==> config.mk <==
export PLATFORM = sky130hd
export DESIGN_NAME = tdm_slot_seq
export DESIGN_NICKNAME = d
export VERILOG_FILES = /design/src/rtl/tdm_pkg.sv /design/src/rtl/tdm_ctrl_shadow.sv /design/src/rtl/tdm_slot_counter.sv /design/src/rtl/tdm_loopback.sv /design/src/rtl/tdm_slot_seq.sv
export SDC_FILE = /design/constraint.sdc
export NUM_CORES = 1
export LEC_CHECK = 0
export ABC_AREA = 1
export BUFFER_PORTS_ARGS = -buffer_cell sky130_fd_sc_hd__buf_2
export CAP_MARGIN = 20
export CORE_MARGIN = 2
export CORE_UTILIZATION = 49
export CTS_BUF_LIST = sky130_fd_sc_hd__clkbuf_8
export DETAILED_ROUTE_END_ITERATION = 16
export MAX_ROUTING_LAYER = met4
export PLACE_DENSITY = 0.78
export SLEW_MARGIN = 40
export SYNTH_ARGS = -nofsm -noshare
export SYNTH_HDL_FRONTEND = slang
export SYNTH_SLANG_ARGS = --single-unit
==> constraint.sdc <==
create_clock -name clk -period 2.2 [get_ports clk]
set_clock_uncertainty 0.15 [all_clocks]
set_input_delay 0.33 -clock clk [delete_from_list [all_inputs] [get_ports clk]]
set_output_delay 0.33 -clock clk [all_outputs]
set_load 0.01 [all_outputs]
==> src/rtl/tdm_pkg.sv <==
`timescale 1ns/1ps
package tdm_pkg;
  typedef enum logic [1:0] {
    ST_WAIT  = 2'd0,
    ST_DELAY = 2'd1,
    ST_SLOT  = 2'd2
  } seq_state_e;
endpackage

==> src/rtl/tdm_ctrl_shadow.sv <==
`timescale 1ns/1ps
module tdm_ctrl_shadow #(
  parameter int DELAY_W = 4,
  parameter int CNT_W   = 7
) (
  input  logic               clk,
  input  logic               rst_n,
  input  logic               run,
  input  logic [DELAY_W-1:0] cfg_delay,
  input  logic [CNT_W-1:0]   cfg_slots,
  output logic [DELAY_W-1:0] delay_q,
  output logic [CNT_W-1:0]   slots_q
);
  // Fields follow the inputs only while sequencing is off.
  always_ff @(posedge clk) begin
    if (!rst_n) begin
      delay_q <= '0;
      slots_q <= '0;
    end else if (!run) begin
      delay_q <= cfg_delay;
      slots_q <= cfg_slots;
    end
  end
endmodule

==> src/rtl/tdm_slot_counter.sv <==
`timescale 1ns/1ps
module tdm_slot_counter
  import tdm_pkg::*;
#(
  parameter int SLOT_W  = 8,
  parameter int DELAY_W = 4,
  parameter int CNT_W   = 7,
  localparam int BIT_W  = $clog2(SLOT_W)
) (
  input  logic               clk,
  input  logic               rst_n,
  input  logic               run,
  input  logic               sclk_en,
  input  logic               fsync,
  input  logic [DELAY_W-1:0] delay_q,
  input  logic [CNT_W-1:0]   slots_q,
  output logic               slot_active,
  output logic [CNT_W-1:0]   slot_idx,
  output logic [BIT_W-1:0]   bit_pos,
  output logic               frame_last
);
  localparam logic [BIT_W-1:0] LAST_BIT = BIT_W'(SLOT_W - 1);

  function automatic logic [BIT_W-1:0] step_bit(input logic [BIT_W-1:0] b);
    return (b == LAST_BIT) ? '0 : b + BIT_W'(1);
  endfunction

  function automatic logic [CNT_W-1:0] step_idx(input logic [CNT_W-1:0] i,
                                                 input logic [BIT_W-1:0] b);
    return (b == LAST_BIT) ? i + CNT_W'(1) : i;
  endfunction

  seq_state_e         state;
  logic [DELAY_W-1:0] dcnt;
  logic [CNT_W-1:0]   idx_q;
  logic [BIT_W-1:0]   bit_q;

  logic tick, start_now, delay_hit, in_slot, bit_now;
  logic [CNT_W-1:0] cur_idx;
  logic [BIT_W-1:0] cur_bit;

  always_comb begin
    tick      = run & sclk_en;
    start_now = tick & fsync & (delay_q == '0);
    delay_hit = tick & ~fsync & (state == ST_DELAY) & (dcnt == DELAY_W'(1));
    in_slot   = tick & ~fsync & (state == ST_SLOT);
    bit_now   = start_now | delay_hit | in_slot;
    cur_idx   = in_slot ? idx_q : '0;
    cur_bit   = in_slot ? bit_q : '0;
    frame_last = bit_now & (cur_bit == LAST_BIT) & (cur_idx == slots_q);
  end

  assign slot_active = bit_now;
  assign slot_idx    = bit_now ? cur_idx : '0;
  assign bit_pos     = bit_now ? cur_bit : '0;

  always_ff @(posedge clk) begin
    if (!rst_n || !run) begin
      state <= ST_WAIT;
      dcnt  <= '0;
      idx_q <= '0;
      bit_q <= '0;
    end else if (tick) begin
      if (bit_now) begin
        if (frame_last) begin
          state <= ST_WAIT;
          idx_q <= '0;
          bit_q <= '0;
        end else begin
          state <= ST_SLOT;
          idx_q <= step_idx(cur_idx, cur_bit);
          bit_q <= step_bit(cur_bit);
        end
      end else if (fsync) begin
        state <= ST_DELAY;
        dcnt  <= delay_q;
      end else if (state == ST_DELAY) begin
        dcnt <= dcnt - DELAY_W'(1);
      end
    end
  end
endmodule

==> src/rtl/tdm_loopback.sv <==
`timescale 1ns/1ps
module tdm_loopback #(
  parameter int NPAIRS = 2,
  localparam int NP    = 2 * NPAIRS
) (
  input  logic [NPAIRS-1:0] lpbk_en,
  input  logic [NP-1:0]     port_dir,
  input  logic [NP-1:0]     port_dout,
  input  logic [NP-1:0]     port_pin,
  output logic [NP-1:0]     port_din,
  output logic [NPAIRS-1:0] lpbk_err
);
  for (genvar k = 0; k < NPAIRS; k++) begin : g_pair
    localparam int PA = 2 * k;
    localparam int PB = 2 * k + 1;
    logic opposite, linked;
    assign opposite     = port_dir[PA] ^ port_dir[PB];
    assign linked       = lpbk_en[k] & opposite;
    assign port_din[PA] = (linked & port_dir[PB]) ? port_dout[PB] : port_pin[PA];
    assign port_din[PB] = (linked & port_dir[PA]) ? port_dout[PA] : port_pin[PB];
    assign lpbk_err[k]  = lpbk_en[k] & ~opposite;
  end
endmodule

==> src/rtl/tdm_slot_seq.sv <==
`timescale 1ns/1ps
module tdm_slot_seq #(
  parameter int SLOT_W    = 8,
  parameter int MAX_SLOTS = 128,
  parameter int DELAY_W   = 4,
  parameter int NPAIRS    = 2,
  localparam int CNT_W    = $clog2(MAX_SLOTS),
  localparam int BIT_W    = $clog2(SLOT_W),
  localparam int NP       = 2 * NPAIRS
) (
  input  logic               clk,
  input  logic               rst_n,
  input  logic               mc_enable,
  input  logic               op_mode,
  input  logic [DELAY_W-1:0] cfg_delay,
  input  logic [CNT_W-1:0]   cfg_slots,
  input  logic               sclk_en,
  input  logic               fsync,
  output logic               slot_active,
  output logic [CNT_W-1:0]   slot_idx,
  output logic [BIT_W-1:0]   bit_pos,
  input  logic [NPAIRS-1:0]  lpbk_en,
  input  logic [NP-1:0]      port_dir,
  input  logic [NP-1:0]      port_dout,
  input  logic [NP-1:0]      port_pin,
  output logic [NP-1:0]      port_din,
  output logic [NPAIRS-1:0]  lpbk_err
);
  logic               run;
  logic [DELAY_W-1:0] delay_q;
  logic [CNT_W-1:0]   slots_q;
  logic               frame_last;

  assign run = mc_enable & ~op_mode;

  tdm_ctrl_shadow #(.DELAY_W(DELAY_W), .CNT_W(CNT_W)) shadow_i (
    .clk(clk), .rst_n(rst_n), .run(run),
    .cfg_delay(cfg_delay), .cfg_slots(cfg_slots),
    .delay_q(delay_q), .slots_q(slots_q)
  );

  tdm_slot_counter #(.SLOT_W(SLOT_W), .DELAY_W(DELAY_W), .CNT_W(CNT_W)) count_i (
    .clk(clk), .rst_n(rst_n), .run(run), .sclk_en(sclk_en), .fsync(fsync),
    .delay_q(delay_q), .slots_q(slots_q),
    .slot_active(slot_active), .slot_idx(slot_idx), .bit_pos(bit_pos),
    .frame_last(frame_last)
  );

  tdm_loopback #(.NPAIRS(NPAIRS)) lpbk_i (
    .lpbk_en(lpbk_en), .port_dir(port_dir), .port_dout(port_dout),
    .port_pin(port_pin), .port_din(port_din), .lpbk_err(lpbk_err)
  );
endmodule

# Yosys cells after proc, flatten, opt, wreduce, memory -nomap -nowiden
# Cells that the tools add are included.
# classes
n_reduce_logical	9
addsub	3
n_eq_ne	5
bitwise_logic	27
mux	17
# op_table
op	n
7-bit 2-to-1 mux	4
1-bit bitwise AND	18
3-bit 2-to-1 mux	4
4-bit 2-to-1 mux	2
7-bit by 1-bit adder with 7-bit output, second input constant	1
7-bit equality test	1
2-bit 2-to-1 mux	3
1-bit inverter	5
4-bit by 1-bit equality test with 1-bit output, second input constant	1
4-bit zero test	1
1-bit 2-to-1 mux	4
2-bit AND reduction	2
2-bit nonzero test	2
4-bit by 1-bit subtractor with 4-bit output, second input constant	1
3-bit by 1-bit adder with 3-bit output, second input constant	1
3-bit equality test, second input constant	1
3-bit AND reduction	1
2-bit by 1-bit equality test with 1-bit output, second input constant	1
2-bit equality test, second input constant	1
1-bit zero test	2
1-bit OR	2
1-bit bitwise XOR	2
1-bit logical OR	1
# word_totals
output_inout_bits	17
wordCells	67
input_bits	31
register_bits	27

# Depth between registers and ports, before layout
# Gate-level depths: netlist (run 1).
# logic_depth
depth_word	12
ltp_mapped	17

# By module
# From an unflattened synthesis (run 1), not the netlist that was laid out.
# unflattened
cells_unflattened	306
hier_area_um2	1854.3
# modules_own_cells
mod	area_per_inst_um2	cells_per_inst	n_inst
tdm_slot_counter	1265.0	207	1
tdm_ctrl_shadow	454.2	69	1
tdm_loopback	125.1	28	1
tdm_slot_seq	10.0	2	1

# Worst setup path before layout (run 1)
# OpenSTA, ideal clock, no wires.
# synth_path
kind	input to register
start	input op_mode
end	register count_i.idx_q[6]
path_slack_ns	0.019
cell_stages	17
t_arrival_ns	1.918
path_buffers	1
required_ns	1.937
cell_sequence	inv_2 > nand3_4 > nor2_8 > buf_8 > nand3_1 > inv_1 > ha_1 > ha_1 > inv_1 > nor2_2 > nand3_2 > nor2_1 > nand2_1 > nand2_1 > nand2_1 > nand3_1 > nand2_1
# synth_via
elab_chain_cells	11
word_cells_on_any_way	23
# synth_rtl
element	line_no	source
start, declared	tdm_slot_seq.sv:14	input logic op_mode,
1-bit inverter *	tdm_slot_seq.sv:34	assign run = mc_enable & ~op_mode;
1-bit bitwise AND *	tdm_slot_seq.sv:34	
parallel branches: the longest is 9 deep, another holds 7-bit by 1-bit adder with 7-bit output	--	
end signal, assigned	tdm_slot_counter.sv:71	idx_q <= step_idx(cur_idx, cur_bit);
end, declared	tdm_slot_counter.sv:35	logic [CNT_W-1:0] idx_q;
# Mark *: on every way between the ends.
# A chain may end at the register's enable or synchronous reset.

# Final worst setup path (run 1)
# layout_path
start	register count_i.state[1]
end	register count_i.idx_q[6]
# layout_via
elab_chain_cells	8
word_cells_on_any_way	17
# layout_rtl
element	line_no	source
start, declared	tdm_slot_counter.sv:33	seq_state_e state;
start signal, assigned	tdm_slot_counter.sv:59	state <= ST_WAIT;
start signal, assigned	tdm_slot_counter.sv:66	state <= ST_WAIT;
start signal, assigned	tdm_slot_counter.sv:70	state <= ST_SLOT;
parallel branches: the longest is 8 deep, another holds 7-bit by 1-bit adder with 7-bit output	--	
# Parallel ways; which one is timed is not known.

==> summary.txt, run 1 <==
Power
  • Worst vdd ir: 0.000234 V
  • Switching share of total power: 25.9%
  • Clock power share: 30.0%
  • Pint: 0.000692 W
  • Comb power frac: 15.3%
  • Sequential Power Share: 54.7%
  • Sw power: 0.000242 W
  • P per Cell Area: 453 mW/mm^2
  • LEAKAGE: 1.05 nW

Yosys
  • Seq/Total Area, Yosys: 31.5%
  • Post-synth ARST share: 0%
  • Yosys warnings: 0
  • Flop and latch count out of synthesis: 27
  • Synth Cell Area: 0.00172 mm^2
  • Synth top area cells: dfxtp_1 31%, nand2_1 9.6%, inv_1 7.7%, o21ai_0 6.4%, nor2_1 5.2%
  • Synth Area in Adders: 2.92%
  • Syn avg cell area: 7.15 um^2
  • Mapped Cells: 240
  • Post-Synth Simple-Gate Area: 34.8%
  • Distinct cells, synth: 30
  • Synth Area in XOR/XNOR: 2.04%
  • Synth top area share: 31.5%
  • Mux contribution to synthesized area: 2.62%
  • Leading area contributor after synthesis: dfxtp_1
  • Syn nets: 275
  • Post-synth EDFFs: 0
  • Main combinational cell family by area after synthesis: simple AND/OR/NAND/NOR gates
  • Synth Flop Type: dfxtp_1
  • Synth Area in Compound Gates: 14.9%

Final layout
  • Most frequent cells in the layout: 47 x buf_2, 44 x nand2_1, 35 x inv_1
  • # diodes: 0
  • Commonest non-fill, non-tap cell in the layout: buf_2
  • Sequential Area: 541 um^2
  • Fillcell total: 334
  • Share of cells above drive strength 1: 31.2%
  • P&R area growth vs syn: 20.2%
  • Multi-input logic area: 982 um^2
  • Nets: 328

Setup path
  • CP Capture Point: count_i.idx_q[6]
  • Reg2reg setup slack: 0.21 ns
  • CP most frequent cell: nand2_1
  • Critical Path RT: 2.23 ns
  • Crit path cell chain: inv_1, nor2_4, nand2_2, nor2_1, ha_1, ha_1, inv_1, nor2_2, nand3_2, nor2_1, nand2_1, nand2_1, nand2_1, nand3_1, nand2_1
  • Largest stage delay, worst path: 0.34 ns
  • CP max stage cell: dfxtp_1
  • Worst Path Arrival: 2.02 ns
  • Worst r2r src: count_i.state[1]
  • Critical Path Fanout Max: 5
  • CP Launch Point: count_i.state[1]
  • Crit end category: register
  • Critical path class: register to register
  • Startpoint types: register
  • Reg-to-reg critical path endpoint: count_i.idx_q[6]
  • Worst reg2reg path depth: 15

Routing
  • Via Count: 1,636
  • Post-route ant nets: 0
  • Vias/cell: 4.84
  • Wire per inst: 10.3 um
  • Final Routed Wirelength: 3.48 mm
  • Drt first pass iters: 4
  • Detailed Route Iter0 Violations: 59
  • Drt drc: 0

CTS
  • H-tree depth: 1
  • Number of hold buffers added after cts: 0
  • Clk Latency, worst-skew pair: 0.27 ns
  • Max clock buf depth: 2
  • Num CTS Buffers: 3
  • Root Driver: clkbuf_8
  • Clock sink count: 27
  • Post-CTS Resized: 0
  • Worst-path clk slew: 0.09 ns
  • Post-CTS Setup Bufs: 0
  • CTS tree: done

Global route
  • Largest net degree at the start of global routing: 21
  • Initial antenna violation count: 0
  • All-Layer GR Usage: 19.5%
  • First-pass GRT wire length: 6.21 mm
  • Vias in the first global route: 1,470
  • Total congestion overflow: 0

Floorplanning
  • # rows: 21
  • Die H: 63.2 um
  • Die X: 63.2 um
  • IO Pins: 48
  • Die area: 0.00399 mm^2
  • Core Footprint: 0.00336 mm^2
  • Initial core utilization: 51.0%

STA
  • Final hold vios: 0
  • Worst slew pin tran: 0.496 ns
  • Worst Hold Margin: 0.123 ns
  • Fin Setup TNS: 0 ns
  • Final min period: 1.99 ns
  • Slew HR: 66.9%
  • Final Slew Violations: 0
  • Final period util: 90.5%
  • Max Fclk: 502 MHz
  • RSZ-0062 raised after global routing: no
  • Final setup violating endpoints: 0

Placement
  • # port buffers: 47
  • Post-detailed-placement half-perimeter wirelength: 2.84 mm
  • Routability cong.: 0.860

Hold path
  • Worst min path class: primary input to register
  • Hold_sp: cfg_delay[0]

Run status
  • Outcome: completed

Flow run
  • Max-Cap Viols: 0
-- cell usage after synthesis, types with 4 or more instances --
master   instances
nand4_1          8
nand2_1         44
inv_1           35
nand3_2          6
nand3_1         15
o21ai_2          6
o21ai_0         22
ha_1             4
dfxtp_1         27
mux2_2           4
nor2_1          24
a21oi_1         13
xor2_1           4
-- through the flow --
| stage | area, um^2 | util, % | instances | power (W) | setup slack, ns |
|---|---|---|---|---|---|
| final | 2060 | 61.3 | 338 | 0.000934 | 0.208 |
| after global routing | 2060 | 61.3 | 338 | 0.000987 | 0.00542 |
| after CTS | 2060 | 61.3 | 338 | 0.000943 | 0.205 |
| after detailed placement | 2020 | 60.0 | 334 | 0.000666 | 0.0205 |
| after global placement | 2020 | 60.0 | 334 | 0.000663 | 0.0699 |
| after floorplan | 1720 | - | 240 | 0.000615 | 0.0185 |
-- per-layer routing --
| layer | wire, um | global-route usage [%] | vias up | part of all wire [%] |
|---|---|---|---|---|
| met2 | 1490 | 31.0 | 41 | 43 |
| met4 | 46 | 6.52 | 0 | 1.3 |
| met3 | 181 | 2.68 | 5 | 5.2 |
| met1 | 1770 | 25.8 | 707 | 51 |
| li1 | - | - | 883 | - |
| met5 | 0 | - | - | 0 |
-- power groups by stage --
| stage | combinational, W | clock, W | sequential [W] |
|---|---|---|---|
| floorplan | 0.0000938 | 0 | 0.000521 |
| global placement | 0.000140 | 0 | 0.000523 |
| detailed placement | 0.000144 | 0 | 0.000523 |
| CTS | 0.000144 | 0.000288 | 0.000511 |
| global route | 0.000164 | 0.000309 | 0.000514 |
| finish | 0.000143 | 0.000280 | 0.000511 |
-- sequential cells by signal, summed over array words and instances (netlist names) --
register	count
count_i.bit_q	3
count_i.dcnt	4
count_i.idx_q	7
count_i.state	2
shadow_i.delay_q	4
shadow_i.slots_q	7
-- worst max-delay path, delay by kind of cell (launching register included) --
family / cells / cell delay, ns
AND/OR/NAND/NOR: 11 / 0.98
flip-flops: 1 / 0.34
adder cells (fa/ha/maj): 2 / 0.30
buffers and inverters: 2 / 0.13
-- cell families (layout without fill, tap and decap cells) --
kind of cell               count (synthesis)  count (layout)
adders and majority gates                  4               4
and+or+nand+nor                          111             111
muxes                                      4               4
buffers and inverters                     45              97
DFF                                       27              27
AOI/OAI and AO/OA                         45              45
xor gates and xnor gates                   4               4
-- final cells by class --
type                       instances  share of cell area (%)
multi-input combinational        168                    47.6
clock buffer                       3                    2.00
timing repair buffer              54                    13.9
clock inverter                     1                   0.243
inverter                          39                    7.22
sequential                        27                    26.2
tap                               46                    2.79
-- worst min path at each step --
stage	to	cells after the start
2_1_floorplan	count_i.idx_q[5]	2
3_3_place_gp	shadow_i.slots_q[5]	2
3_5_place_dp	shadow_i.slots_q[5]	2
4_1_cts	shadow_i.delay_q[0]	3
5_1_grt	shadow_i.delay_q[0]	3
6_report	shadow_i.delay_q[0]	3
Power figures use the tool's default switching activity.
==> run 2: changes to the inputs <==
--- a/config.mk
+++ b/config.mk
@@ -5,15 +5,15 @@
 export SDC_FILE = /design/constraint.sdc
 export NUM_CORES = 1
 export LEC_CHECK = 0
-export ABC_AREA = 1
+export ABC_AREA = 0
 export BUFFER_PORTS_ARGS = -buffer_cell sky130_fd_sc_hd__buf_2
 export CAP_MARGIN = 20
 export CORE_MARGIN = 2
-export CORE_UTILIZATION = 49
+export CORE_UTILIZATION = 48
 export CTS_BUF_LIST = sky130_fd_sc_hd__clkbuf_8
 export DETAILED_ROUTE_END_ITERATION = 16
 export MAX_ROUTING_LAYER = met4
-export PLACE_DENSITY = 0.78
+export PLACE_DENSITY = 0.77
 export SLEW_MARGIN = 40
 export SYNTH_ARGS = -nofsm -noshare
 export SYNTH_HDL_FRONTEND = slang
==> run 2 against run 1 <==
Die area decreased by 1.7%. Via count increased by 10%. Hold slack improved by 0.018 ns. Global-route usage increased by 3.6 points. Synthesized area decreased by 3.8%. The run now ends with negative setup slack left. Critical path depth decreased by 4. Register-to-register slack got worse by 0.35 ns. Highest routed layer unchanged. Synthesized cell count decreased by 12%. Clock power increased by 2%. Sequential power increased by 0.8%. Routed wire length increased by 28%. Largest cell class unchanged.
==> summary.txt, run 2 <==
Final layout
  • Multi-input logic area: 0.00120 mm^2 (+22%)
  • Fin util: 71.4% (+10 points)
  • Nets: 322 (-1.8%)
  • Most frequent cells in the layout: 47 x buf_2, 36 x nand2_1, 33 x buf_4
  • Sequential Area: 543 um^2 (+0.46%)
  • Share of cells above drive strength 1: 41.3% (+10 points)
  • Commonest non-fill, non-tap cell in the layout: buf_2
  • P&R area growth vs syn: 43.1%
  • Fillcell total: 280 (-16%)
  • Final cell area excluding filler cells: 0.00236 mm^2 (+15%)
  • # diodes: 0 (unchanged)
  • Biggest regs: count_i.idx_q: 7 flops, shadow_i.slots_q: 7 flops

Run status
  • Outcome: finished, violations left
  • Violated checks: negative setup slack

Power
  • LEAKAGE: 1.00 nW (-4.5%)
  • P per Cell Area: 406 mW/mm^2 (-10%)
  • Worst vdd ir: 0.000220 V (-5.7%)

Routing
  • Via Count: 1,804 (+10%)
  • Vias/cell: 5.43 (+12%)
  • Final Routed Wirelength: 4.46 mm (+28%)
  • Wire per inst: 13.4 um (+30%)
  • Detailed Route Iter0 Violations: 182 (+210%)
  • Post-route ant nets: 0 (unchanged)
  • Drt drc: 0 (unchanged)
  • Drt first pass iters: 4 (unchanged)

Setup path
  • CP Capture Point: count_i.idx_q[3]
  • Crit end category: register
  • CP Launch Point: count_i.state[0]
  • Reg2reg setup slack: -0.14 ns (-0.35 ns)
  • Critical Path RT: 2.20 ns (-0.03 ns)
  • Startpoint types: register
  • Worst Path Arrival: 2.35 ns (+0.33 ns)
  • Worst r2r src: count_i.state[0]
  • Worst reg2reg path depth: 11 (-4)
  • Critical Path Fanout Max: 6 (+1)
  • Critical path class: register to register
  • Reg-to-reg critical path endpoint: count_i.idx_q[3]

Global route
  • Vias in the first global route: 1,696 (+15%)
  • Total congestion overflow: 0 (unchanged)
  • First-pass GRT wire length: 7.30 mm (+18%)
  • Initial antenna violation count: 0 (unchanged)
  • All-Layer GR Usage: 23.1% (+3.6 points)
  • Largest net degree at the start of global routing: 18 (-14%)

Hold path
  • WHS Path Cells: 3 (unchanged)
  • Worst min path class: primary input to register

STA
  • Final setup violating endpoints: 8 (+8)
  • Final min period: 2.34 ns (+0.353 ns)
  • Final period util: 107% (+16 points)
  • Final Slew Violations: 0 (unchanged)
  • RSZ-0062 raised after global routing: yes
  • Final hold vios: 0 (unchanged)
  • Max Fclk: 427 MHz (-15%)
  • Slew HR: 55.0% (-12 points)
  • Worst Hold Margin: 0.140 ns (+0.0178 ns)
  • Final worst-path setup slack: -0.144 ns (-0.353 ns)
  • Worst slew pin tran: 0.671 ns (+0.175 ns)

Yosys
  • Syn nets: 247 (-10%)
  • Post-synth ARST share: 0% (unchanged)
  • Synth Flop Type: dfxtp_1
  • Yosys warnings: 0 (unchanged)
  • Flop and latch count out of synthesis: 27 (unchanged)
  • Synth top area share: 32.7% (+1.2 points)
  • Mapped Cells: 212 (-12%)
  • Synth Cell Area: 0.00165 mm^2 (-3.8%)
  • Post-synth EDFFs: 0 (unchanged)
  • Synth cell count leaders: 38 x nand2_1, 27 x dfxtp_1, 19 x nor2_1, 15 x a31oi_1
  • Syn avg cell area: 7.79 um^2 (+8.9%)
  • Distinct cells, synth: 43 (+43%)
  • Synth top area cells: dfxtp_1 33%, nand2_1 8.6%, a31oi_1 5.7%, a21boi_0 5.0%, nor2_1 4.3%
  • Seq/Total Area, Yosys: 32.7% (+1.2 points)
  • Most frequent cell after synthesis: nand2_1
  • Leading area contributor after synthesis: dfxtp_1

CTS
  • Root Driver: clkbuf_8
  • Num CTS Buffers: 3 (unchanged)
  • H-tree depth: 1 (unchanged)
  • CTS tree: done
  • Worst-path clk slew: 0.09 ns (about the same)
  • Clk Latency, worst-skew pair: 0.28 ns (about the same)
  • Number of hold buffers added after cts: 0 (unchanged)
  • Max clock buf depth: 2 (unchanged)
  • Clock sink count: 27 (unchanged)

Floorplanning
  • Core Footprint: 0.00331 mm^2 (-1.6%)
  • Die X: 62.7 um (-0.84%)
  • Initial core utilization: 49.9% (-1.2 points)
  • IO Pins: 48 (unchanged)
  • # rows: 21 (unchanged)
  • Die area: 0.00393 mm^2 (-1.7%)
  • Die H: 62.7 um (-0.84%)

Flow run
  • Max-Cap Viols: 0 (unchanged)

Placement
  • Routability cong.: 0.839 (-2.5%)
  • DP Worst Slack: -0.313 ns (-0.333 ns)
  • # port buffers: 47 (unchanged)
  • Placed Area: 0.00213 mm^2 (+5.6%)
  • Post-detailed-placement half-perimeter wirelength: 3.07 mm (+8.1%)
[run 2: worst max-delay path, stage by stage (launching register included)]
cell       delay [ns]
dfxtp_2          0.33
nand4bb_4        0.21
nor2_4           0.14
and2_4           0.17
ha_4             0.13
ha_4             0.16
nand2_4          0.06
o41ai_4          0.24
a31oi_2          0.18
buf_4            0.20
a31oi_1          0.18
a31oi_1          0.07
[run 2: layout make-up]
class | instances | share of cell area (%)
tap | 46 | 2.44
clock inverter | 1 | 0.212
timing repair buffer | 80 | 20.4
multi-input combinational | 166 | 50.8
clock buffer | 3 | 1.75
inverter | 9 | 1.43
sequential | 27 | 23.0
[run 2: logic make-up (layout without fill, tap and decap cells)]
logic type	count (synthesis)	after routing	share of synthesized area [%]
flops	27	27	32.7
compound gates	54	54	22.6
buf+inv	19	93	5.00
simple gates	97	97	30.2
xor+xnor	6	6	3.18
fa+ha+maj	4	4	3.03
mux	5	5	3.33
[run 2: routing by layer]
layer  vias to the layer above  track usage [%]  share of wire, %
li1                        897                -                 -
met2                        73             38.6                51
met1                       822             29.1                42
met5                         -                -                 0
met4                         0             9.17               2.7
met3                        12             1.80               5.0
[run 2: stage by stage]
| step | total power (W) | instances | setup TNS [ns] |
|---|---|---|---|
| 2_1_floorplan | 0.000598 | 212 | -2.06 |
| 3_3_place_gp | 0.000662 | 321 | -2.45 |
| 3_5_place_dp | 0.000665 | 321 | -3.45 |
| 4_1_cts | 0.000959 | 326 | -0.553 |
| 5_1_grt | 0.00101 | 332 | -1.39 |
| 6_report | 0.000960 | 332 | -0.611 |
[run 2: how the worst min path moves through the flow]
stage	slack [ns]	from	to
final	0.14	cfg_slots[0]	shadow_i.slots_q[0]
after global routing	0.15	cfg_delay[1]	shadow_i.delay_q[1]
after CTS	0.14	cfg_slots[0]	shadow_i.slots_q[0]
after detailed placement	0.33	count_i.bit_q[0]	count_i.bit_q[0]
after global placement	0.32	shadow_i.delay_q[2]	shadow_i.delay_q[2]
after floorplan	0.29	count_i.bit_q[0]	count_i.bit_q[0]
[run 2: power breakdown]
part / internal [W] / switching, W / total, W
Sequential: 0.000502 / 0.0000137 / 0.000515
Clock: 0.000127 / 0.000159 / 0.000286
Combinational: 0.0000804 / 0.0000777 / 0.000158
Total: 0.000709 / 0.000250 / 0.000960
[run 2: timing repair]
item / 4_1_cts / 5_1_grt
setup buffers: 0 / 6
cloned: 1 / 0
endpoints found under the setup margin: 13 / 17
hold endpoints to repair: 0 / 0
gates resized for setup: 17 / 14
pin swaps: 10 / 8
